### src/rtl/dmr_pkg.sv
package dmr_pkg;
    typedef enum logic [1:0] {
        ACC_DIRECT   = 2'b00,
        ACC_INDIRECT = 2'b01,
        ACC_MOVX8    = 2'b10,
        ACC_MOVX16   = 2'b11
    } acc_kind_e;

    typedef enum logic [1:0] {
        XB_IDLE,
        XB_ADDR,
        XB_STRB,
        XB_RECOV
    } xb_state_e;

    typedef struct packed {
        logic lowvolt;
        logic xram_off;
        logic ale_off;
    } aux_t;

    typedef struct packed {
        logic lo;
        logic hi;
        logic sfr;
        logic xram;
        logic ext;
    } sel_t;
endpackage

### src/rtl/dmr_aux_reg.sv
module dmr_aux_reg #(
    parameter int DATA_W = 8,
    parameter int AUX_W  = 3,
    parameter logic [AUX_W-1:0] RST_VAL = 3'b110
) (
    input  logic              clk,
    input  logic              rst_n,
    input  logic              we,
    input  logic [DATA_W-1:0] wdata,
    output logic [DATA_W-1:0] rdata,
    output dmr_pkg::aux_t     aux
);
    localparam int PAD_W = DATA_W - AUX_W;

    logic [AUX_W-1:0] q;

    always_ff @(posedge clk or negedge rst_n) begin
        if (!rst_n)  q <= RST_VAL;
        else if (we) q <= wdata[AUX_W-1:0];
    end

    assign rdata = {{PAD_W{1'b0}}, q};
    assign aux   = dmr_pkg::aux_t'(q);
endmodule

### src/rtl/dmr_route.sv
module dmr_route #(
    parameter int ADDR_W = 16
) (
    input  logic              valid,
    input  logic              busy,
    input  logic [1:0]        kind,
    input  logic [ADDR_W-1:0] addr,
    input  logic              xram_off,
    output dmr_pkg::sel_t     sel
);
    import dmr_pkg::*;

    localparam int HI_W = ADDR_W - 8;

    logic page0;
    assign page0 = (addr[ADDR_W-1:8] == {HI_W{1'b0}});

    always_comb begin
        sel = '0;
        if (valid && !busy) begin
            unique case (acc_kind_e'(kind))
                ACC_DIRECT:   if (addr[7]) sel.sfr = 1'b1; else sel.lo = 1'b1;
                ACC_INDIRECT: if (addr[7]) sel.hi  = 1'b1; else sel.lo = 1'b1;
                ACC_MOVX8:    if (xram_off) sel.ext = 1'b1; else sel.xram = 1'b1;
                ACC_MOVX16:   if (xram_off || !page0) sel.ext = 1'b1;
                              else sel.xram = 1'b1;
            endcase
        end
    end
endmodule

### src/rtl/dmr_ale_gen.sv
module dmr_ale_gen #(
    parameter int PERIOD = 6
) (
    input  logic clk,
    input  logic rst_n,
    input  logic restart,
    input  logic ale_off,
    input  logic in_addr,
    input  logic movc_ext,
    output logic ale
);
    localparam int PH_W = (PERIOD > 1) ? $clog2(PERIOD) : 1;
    localparam logic [PH_W-1:0] LAST = PH_W'(PERIOD - 1);

    logic [PH_W-1:0] phase;

    always_ff @(posedge clk or negedge rst_n) begin
        if (!rst_n)              phase <= '0;
        else if (restart)        phase <= '0;
        else if (phase == LAST)  phase <= '0;
        else                     phase <= phase + 1'b1;
    end

    assign ale = (phase == '0) && (!ale_off || in_addr || movc_ext);
endmodule

### src/rtl/dmr_xbus_fsm.sv
module dmr_xbus_fsm #(
    parameter int ADDR_W    = 16,
    parameter int DATA_W    = 8,
    parameter int ADDR_CLKS = 2,
    parameter int STRB_CLKS = 3,
    parameter int REC_CLKS  = 1
) (
    input  logic              clk,
    input  logic              rst_n,
    input  logic              start,
    input  logic              wide,
    input  logic              is_write,
    input  logic [ADDR_W-1:0] addr,
    input  logic [DATA_W-1:0] wdata,
    output logic              busy,
    output logic              in_addr,
    output logic              rd_n,
    output logic              wr_n,
    output logic              lo_oe,
    output logic [DATA_W-1:0] lo_out,
    output logic              hi_oe,
    output logic [DATA_W-1:0] hi_out
);
    import dmr_pkg::*;

    localparam int MAXC  = (ADDR_CLKS > STRB_CLKS) ?
                           ((ADDR_CLKS > REC_CLKS) ? ADDR_CLKS : REC_CLKS) :
                           ((STRB_CLKS > REC_CLKS) ? STRB_CLKS : REC_CLKS);
    localparam int CNT_W = (MAXC > 1) ? $clog2(MAXC) : 1;

    xb_state_e         state, state_nx;
    logic [CNT_W-1:0]  cnt, cnt_nx;
    logic [ADDR_W-1:0] addr_q;
    logic [DATA_W-1:0] wdata_q;
    logic              we_q, wide_q;

    always_comb begin
        state_nx = state;
        cnt_nx   = (cnt == '0) ? '0 : cnt - 1'b1;
        unique case (state)
            XB_IDLE:  if (start) begin
                          state_nx = XB_ADDR;
                          cnt_nx   = CNT_W'(ADDR_CLKS - 1);
                      end
            XB_ADDR:  if (cnt == '0) begin
                          state_nx = XB_STRB;
                          cnt_nx   = CNT_W'(STRB_CLKS - 1);
                      end
            XB_STRB:  if (cnt == '0) begin
                          state_nx = XB_RECOV;
                          cnt_nx   = CNT_W'(REC_CLKS - 1);
                      end
            XB_RECOV: if (cnt == '0) state_nx = XB_IDLE;
        endcase
    end

    always_ff @(posedge clk or negedge rst_n) begin
        if (!rst_n) begin
            state   <= XB_IDLE;
            cnt     <= '0;
            addr_q  <= '0;
            wdata_q <= '0;
            we_q    <= 1'b0;
            wide_q  <= 1'b0;
        end else begin
            state <= state_nx;
            cnt   <= cnt_nx;
            if (state == XB_IDLE && start) begin
                addr_q  <= addr;
                wdata_q <= wdata;
                we_q    <= is_write;
                wide_q  <= wide;
            end
        end
    end

    always_comb begin
        busy    = 1'b1;
        in_addr = 1'b0;
        rd_n    = 1'b1;
        wr_n    = 1'b1;
        lo_oe   = 1'b0;
        lo_out  = '0;
        hi_oe   = wide_q;
        hi_out  = wide_q ? addr_q[ADDR_W-1:ADDR_W-DATA_W] : '0;
        unique case (state)
            XB_IDLE: begin
                busy   = 1'b0;
                hi_oe  = 1'b0;
                hi_out = '0;
            end
            XB_ADDR: begin
                in_addr = 1'b1;
                lo_oe   = 1'b1;
                lo_out  = addr_q[DATA_W-1:0];
            end
            XB_STRB: begin
                rd_n   = we_q;
                wr_n   = !we_q;
                lo_oe  = we_q;
                lo_out = we_q ? wdata_q : '0;
            end
            XB_RECOV: begin
                lo_oe  = we_q;
                lo_out = we_q ? wdata_q : '0;
            end
        endcase
    end
endmodule

### src/rtl/dmr_router.sv
module dmr_router #(
    parameter int ADDR_W    = 16,
    parameter int DATA_W    = 8,
    parameter int ALE_PER   = 6,
    parameter int ADDR_CLKS = 2,
    parameter int STRB_CLKS = 3,
    parameter int REC_CLKS  = 1
) (
    input  logic              clk,
    input  logic              rst_n,
    input  logic [1:0]        acc_kind,
    input  logic [ADDR_W-1:0] acc_addr,
    input  logic              acc_rd,
    input  logic              acc_wr,
    input  logic [DATA_W-1:0] acc_wdata,
    input  logic              movc_ext,
    input  logic              aux_we,
    input  logic [DATA_W-1:0] aux_wdata,
    output logic [DATA_W-1:0] aux_rdata,
    output logic              aux_lowvolt,
    output logic              sel_lo,
    output logic              sel_hi,
    output logic              sel_sfr,
    output logic              sel_xram,
    output logic              sel_ext,
    output logic              xbus_busy,
    output logic              ext_ale,
    output logic              ext_rd_n,
    output logic              ext_wr_n,
    output logic              ext_lo_oe,
    output logic [DATA_W-1:0] ext_lo_out,
    output logic              ext_hi_oe,
    output logic [DATA_W-1:0] ext_hi_out
);
    import dmr_pkg::*;

    aux_t aux;
    sel_t sel;
    logic in_addr;

    dmr_aux_reg #(.DATA_W(DATA_W)) u_aux (
        .clk(clk), .rst_n(rst_n), .we(aux_we), .wdata(aux_wdata),
        .rdata(aux_rdata), .aux(aux)
    );

    dmr_route #(.ADDR_W(ADDR_W)) u_route (
        .valid(acc_rd || acc_wr), .busy(xbus_busy), .kind(acc_kind),
        .addr(acc_addr), .xram_off(aux.xram_off), .sel(sel)
    );

    dmr_xbus_fsm #(
        .ADDR_W(ADDR_W), .DATA_W(DATA_W), .ADDR_CLKS(ADDR_CLKS),
        .STRB_CLKS(STRB_CLKS), .REC_CLKS(REC_CLKS)
    ) u_fsm (
        .clk(clk), .rst_n(rst_n), .start(sel.ext),
        .wide(acc_kind == ACC_MOVX16), .is_write(acc_wr),
        .addr(acc_addr), .wdata(acc_wdata), .busy(xbus_busy),
        .in_addr(in_addr), .rd_n(ext_rd_n), .wr_n(ext_wr_n),
        .lo_oe(ext_lo_oe), .lo_out(ext_lo_out),
        .hi_oe(ext_hi_oe), .hi_out(ext_hi_out)
    );

    dmr_ale_gen #(.PERIOD(ALE_PER)) u_ale (
        .clk(clk), .rst_n(rst_n), .restart(sel.ext), .ale_off(aux.ale_off),
        .in_addr(in_addr), .movc_ext(movc_ext), .ale(ext_ale)
    );

    assign aux_lowvolt = aux.lowvolt;
    assign sel_lo      = sel.lo;
    assign sel_hi      = sel.hi;
    assign sel_sfr     = sel.sfr;
    assign sel_xram    = sel.xram;
    assign sel_ext     = sel.ext;
endmodule

### config.mk
export PLATFORM = sky130hd
export DESIGN_NAME = dmr_router
export DESIGN_NICKNAME = d
export VERILOG_FILES = /design/src/rtl/dmr_pkg.sv /design/src/rtl/dmr_aux_reg.sv /design/src/rtl/dmr_route.sv /design/src/rtl/dmr_ale_gen.sv /design/src/rtl/dmr_xbus_fsm.sv /design/src/rtl/dmr_router.sv
export SDC_FILE = /design/constraint.sdc
export NUM_CORES = 1
export LEC_CHECK = 0
export BUFFER_PORTS_ARGS = -buffer_cell sky130_fd_sc_hd__buf_2
export CORE_MARGIN = 4
export CORE_UTILIZATION = 35
export CTS_CLUSTER_DIAMETER = 80
export CTS_CLUSTER_SIZE = 25
export DETAILED_ROUTE_END_ITERATION = 10
export GPL_ROUTABILITY_DRIVEN = 0
export HOLD_SLACK_MARGIN = 0.12
export PLACE_DENSITY = 0.7
export SYNTH_ARGS = -nofsm -noshare
export SYNTH_HDL_FRONTEND = slang
export SYNTH_SLANG_ARGS = --single-unit
### constraint.sdc
create_clock -name clk -period 2.8 [get_ports clk]
set_input_delay 0.28 -clock clk [delete_from_list [all_inputs] [get_ports clk]]
set_output_delay 0.28 -clock clk [all_outputs]
set_load 0.01 [all_outputs]
==> metrics.md <==
| Metric | Value |
|---|---|
| Slowest stage delay, CP | ~0.46 ns |
| First-pass GRT wire length | between 7 and 8 mm |
| Core area | ~5500 um2 |
| Pre-CTS setup slack | 0.503 ns |
| Worst setup margin | 0.309 ns |
| Slew Viols, Final | 0 |
| CP top delay family | buffers and inverters |
| Crit end category | output pin |
| ANT cells | 0 |
| Leakage | between 0.001 and 0.0015 uW |
| Die footprint | between 6000 and 7000 um2 |
| Hpwl dp | ~3.4 mm |
| Standard-cell row count | 27 |
| Final period utilization | between 80% and 90% |
| Total GRT Usage | roughly 14% |
| DRT Pass-1 Iters | 4 |
| Post-synthesis sequential area ratio | between 40% and 50% |
| Max-cap violation count | 0 |
| Rel. slew slack | 45.9% |
| Worst path cell trace | inv_1, ha_1, nand2_1, nor2_1, o21ai_2, inv_2, buf_4, buf_2 |
| Largest net degree at the start of global routing | 37 |
| Area delta synth->final | 23.5% |
| Initial antenna violation count | 0 |
| Area leader, netlist | dfrtp_1 |
| Status | finished clean |
| Post-route DRC | 0 |
| CP bufs+invs | 4 |
| Worst path arrival time | between 2 and 2.5 ns |
| 1st-iter DRT viols | ~110 |
| Sw Pwr | ~920 uW |
| Post-CTS setup repair buffer count | 0 |
| Netlist cell types | 37 |
| Largest cells by area after synthesis | dfrtp_1 (43%), mux2_2 (9.7%), mux2_4 (7.6%), ha_1 (6.3%), a22oi_1 (3.4%) |
| Crit path kind | reg2out |
| CTS root buffer | clkbuf_8 |
| Crit path launch type | register |
| Clock Sinks | 36 |
| Starting Density | a little over a third |
| Unrepaired setup endpoints after global routing | no |
| Synth cell count leaders | dfrtp_1 (34), mux2_2 (17), nor2_1 (17) |
| Internal power | roughly 1600 uW |
| Largest family of logic cells by synthesized area | multiplexers |
| TNS Setup | 0 ns |
| IO buf count | between 60 and 70 |
| Yosys reg bits | 36 |
| Fin. Hold Viols | 0 |
| Worst min-delay path class | in2reg |
| Slowest stage cell, crit path | dfrtp_1 |
| CTS clk-pin slew, worst paths | ~0.070 ns |
| Count leader, synth | dfrtp_1 |
| Final ANT Viol Nets | 0 |
| Clk_skew | between 0.007 and 0.008 ns |
| I/O pin count | 76 |
| Synthesized cell area | 1970 um2 |
| EDFF count, synth | 0 |
| WL per Instance | around 14 um |
| Tmin final | 2.49 ns |
| Worst-case clock buffer depth | 2 |
| Mapped Cells | roughly 180 |
| Total Routed Length | 4.52 mm |
| Htree depth | 2 |
| Mux share of post-synthesis cell area | 18.3% |
| Synth Area in Compound Gates | 10.2% |
| Comb power frac | between 40% and 50% |
| Overflow after GRT | 0 |
| Worst skew pair latency | between 0.2 and 0.3 ns |
| Slew at the pin closest to its max-slew limit | approximately 0.81 ns |
| Via Count | 1,529 |
| TritonCTS buffer count | 5 |
| WP data required | 2.52 ns |
| Hold Buf Count CTS | 1 |
| Syn Area/Cell | between 10 and 15 um2 |
| Final #Nets | 293 |
| CTS tree | done |
| Clk network pwr share | 16.2% |
| Number of global-route vias before repair | about 1,600 |
| Flop pwr share | a little under two fifths |
| Cell Pwr Density | slightly above 1000 nW/um2 |
| Setup Viol. Count Final | 0 |
| Max Freq | about 400 MHz |
| Simple-Gate Fraction of Synth Area | 12.1% |
| Post-Synth Adder-Cell Area | under 10% |
| Vias per cell | 4.85 |
| Worst VDD drop | about 440 uV |
| Die width | approximately 83 um |
| Proportion of layout cells with a drive suffix above 1 | 44.9% |
| Synth Area in XOR/XNOR | 0% |
| Cts repair resizes | 0 |
| Fillers | between 500 and 600 |
| Die Ht | around 83 um |
| Top_reg_cell synth | dfrtp_1 |
| Net Sw Frac | ~37% |
| Synthesis Warnings | 0 |
| Share of synthesized flip-flops with an asynchronous set or reset | 100% |
| Worst-path maximum fanout | 13 |
| Top-area cell type share of the netlist area | a little over two fifths |
layer usage:
| metal | part of all wire, % | GRT usage, % | routed length, um | vias to the layer above |
|---|---|---|---|---|
| met5 | 0 | 0 | 0 | - |
| li1 | - | - | - | 745 |
| met2 | 46 | 21.7 | 2100 | 53 |
| met1 | 46 | 18.6 | 2060 | 725 |
| met4 | 1.0 | 3.57 | 46 | 0 |
| met3 | 7.0 | 4.56 | 315 | 6 |
power by group through the flow:
stage	registers [uW]	logic, uW	clock network, uW
6_report	933	1140	402
5_1_grt	972	1290	442
4_1_cts	935	1150	414
3_5_place_dp	945	1150	0
3_3_place_gp	934	1120	0
2_1_floorplan	892	831	0
placed cells by master (no fill, tap or decap):
cell type	instances
or2_2	1
or4_1	2
or3_1	1
a31oi_1	1
nor2_1	17
a221o_1	1
ha_1	10
buf_4	4
nand2b_1	2
dlygate4sd3_1	1
nand3b_1	1
conb_1	5
o211ai_1	2
dfstp_2	2
o211a_1	1
mux2_4	10
o221ai_1	1
nor3b_1	1
o21ai_0	6
o21a_1	2
and3_1	9
inv_2	1
inv_1	9
clkbuf_8	7
a31o_2	1
mux2_2	17
a22oi_1	9
o31ai_1	2
nand2_1	8
nor4_1	2
nor3_1	4
dfrtp_1	34
o21ai_2	1
buf_2	65
mux2i_1	2
a21oi_1	1
final timing paths:
path	slack, ns	start	to	cells past startpoint
max reg2reg	0.53	u_fsm.state[1]	u_fsm.addr_q[14]	8
max in group asynchronous	1.66	rst_n	u_fsm.addr_q[13]	2
max	0.31	u_fsm.state[1]	sel_ext	8
min reg2reg	0.50	u_fsm.addr_q[12]	u_fsm.addr_q[12]	1
min	0.20	aux_we	u_aux.aux[1]	2
min in group asynchronous	0.61	rst_n	u_fsm.state[1]	2
kinds of logic after synthesis:
kind of cell / count (synthesis)
adders and majority gates: 10
and+or+nand+nor: 48
DFF: 36
AOI/OAI and AO/OA: 28
muxes: 29
buffers and inverters: 24
other: 1
flip-flops by register name, indices dropped and copies added (netlist names):
register / count
u_fsm.we_q: 1
u_fsm.wdata_q: 8
u_fsm.cnt: 2
u_fsm.wide_q: 1
u_fsm.state: 2
u_aux.aux: 3
u_ale.phase: 3
u_fsm.addr_q: 16
through the flow:
step / total power (uW) / util, % / std cells / hold slack [ns] / instance area (um2)
floorplan: 1720 / - / 180 / -0.0156 / 1990
global placement: 2050 / 42.6 / 307 / 0.425 / 2330
detailed placement: 2090 / 42.6 / 307 / 0.436 / 2330
CTS: 2500 / 44.5 / 315 / 0.191 / 2440
global route: 2700 / 44.5 / 315 / 0.203 / 2440
finish: 2470 / 44.5 / 315 / 0.199 / 2440
cell type report:
cell class	count	area (um2)	share of cell area, %
Sequential cell	36	903	37.1
Clock buffer	7	96.3	3.95
Multi-Input combinational cell	120	943	38.7
Timing Repair Buffer	70	365	15.0
Inverter	10	37.5	1.54
Tap cell	72	90.1	3.70
(Power assumes the default switching activity.)
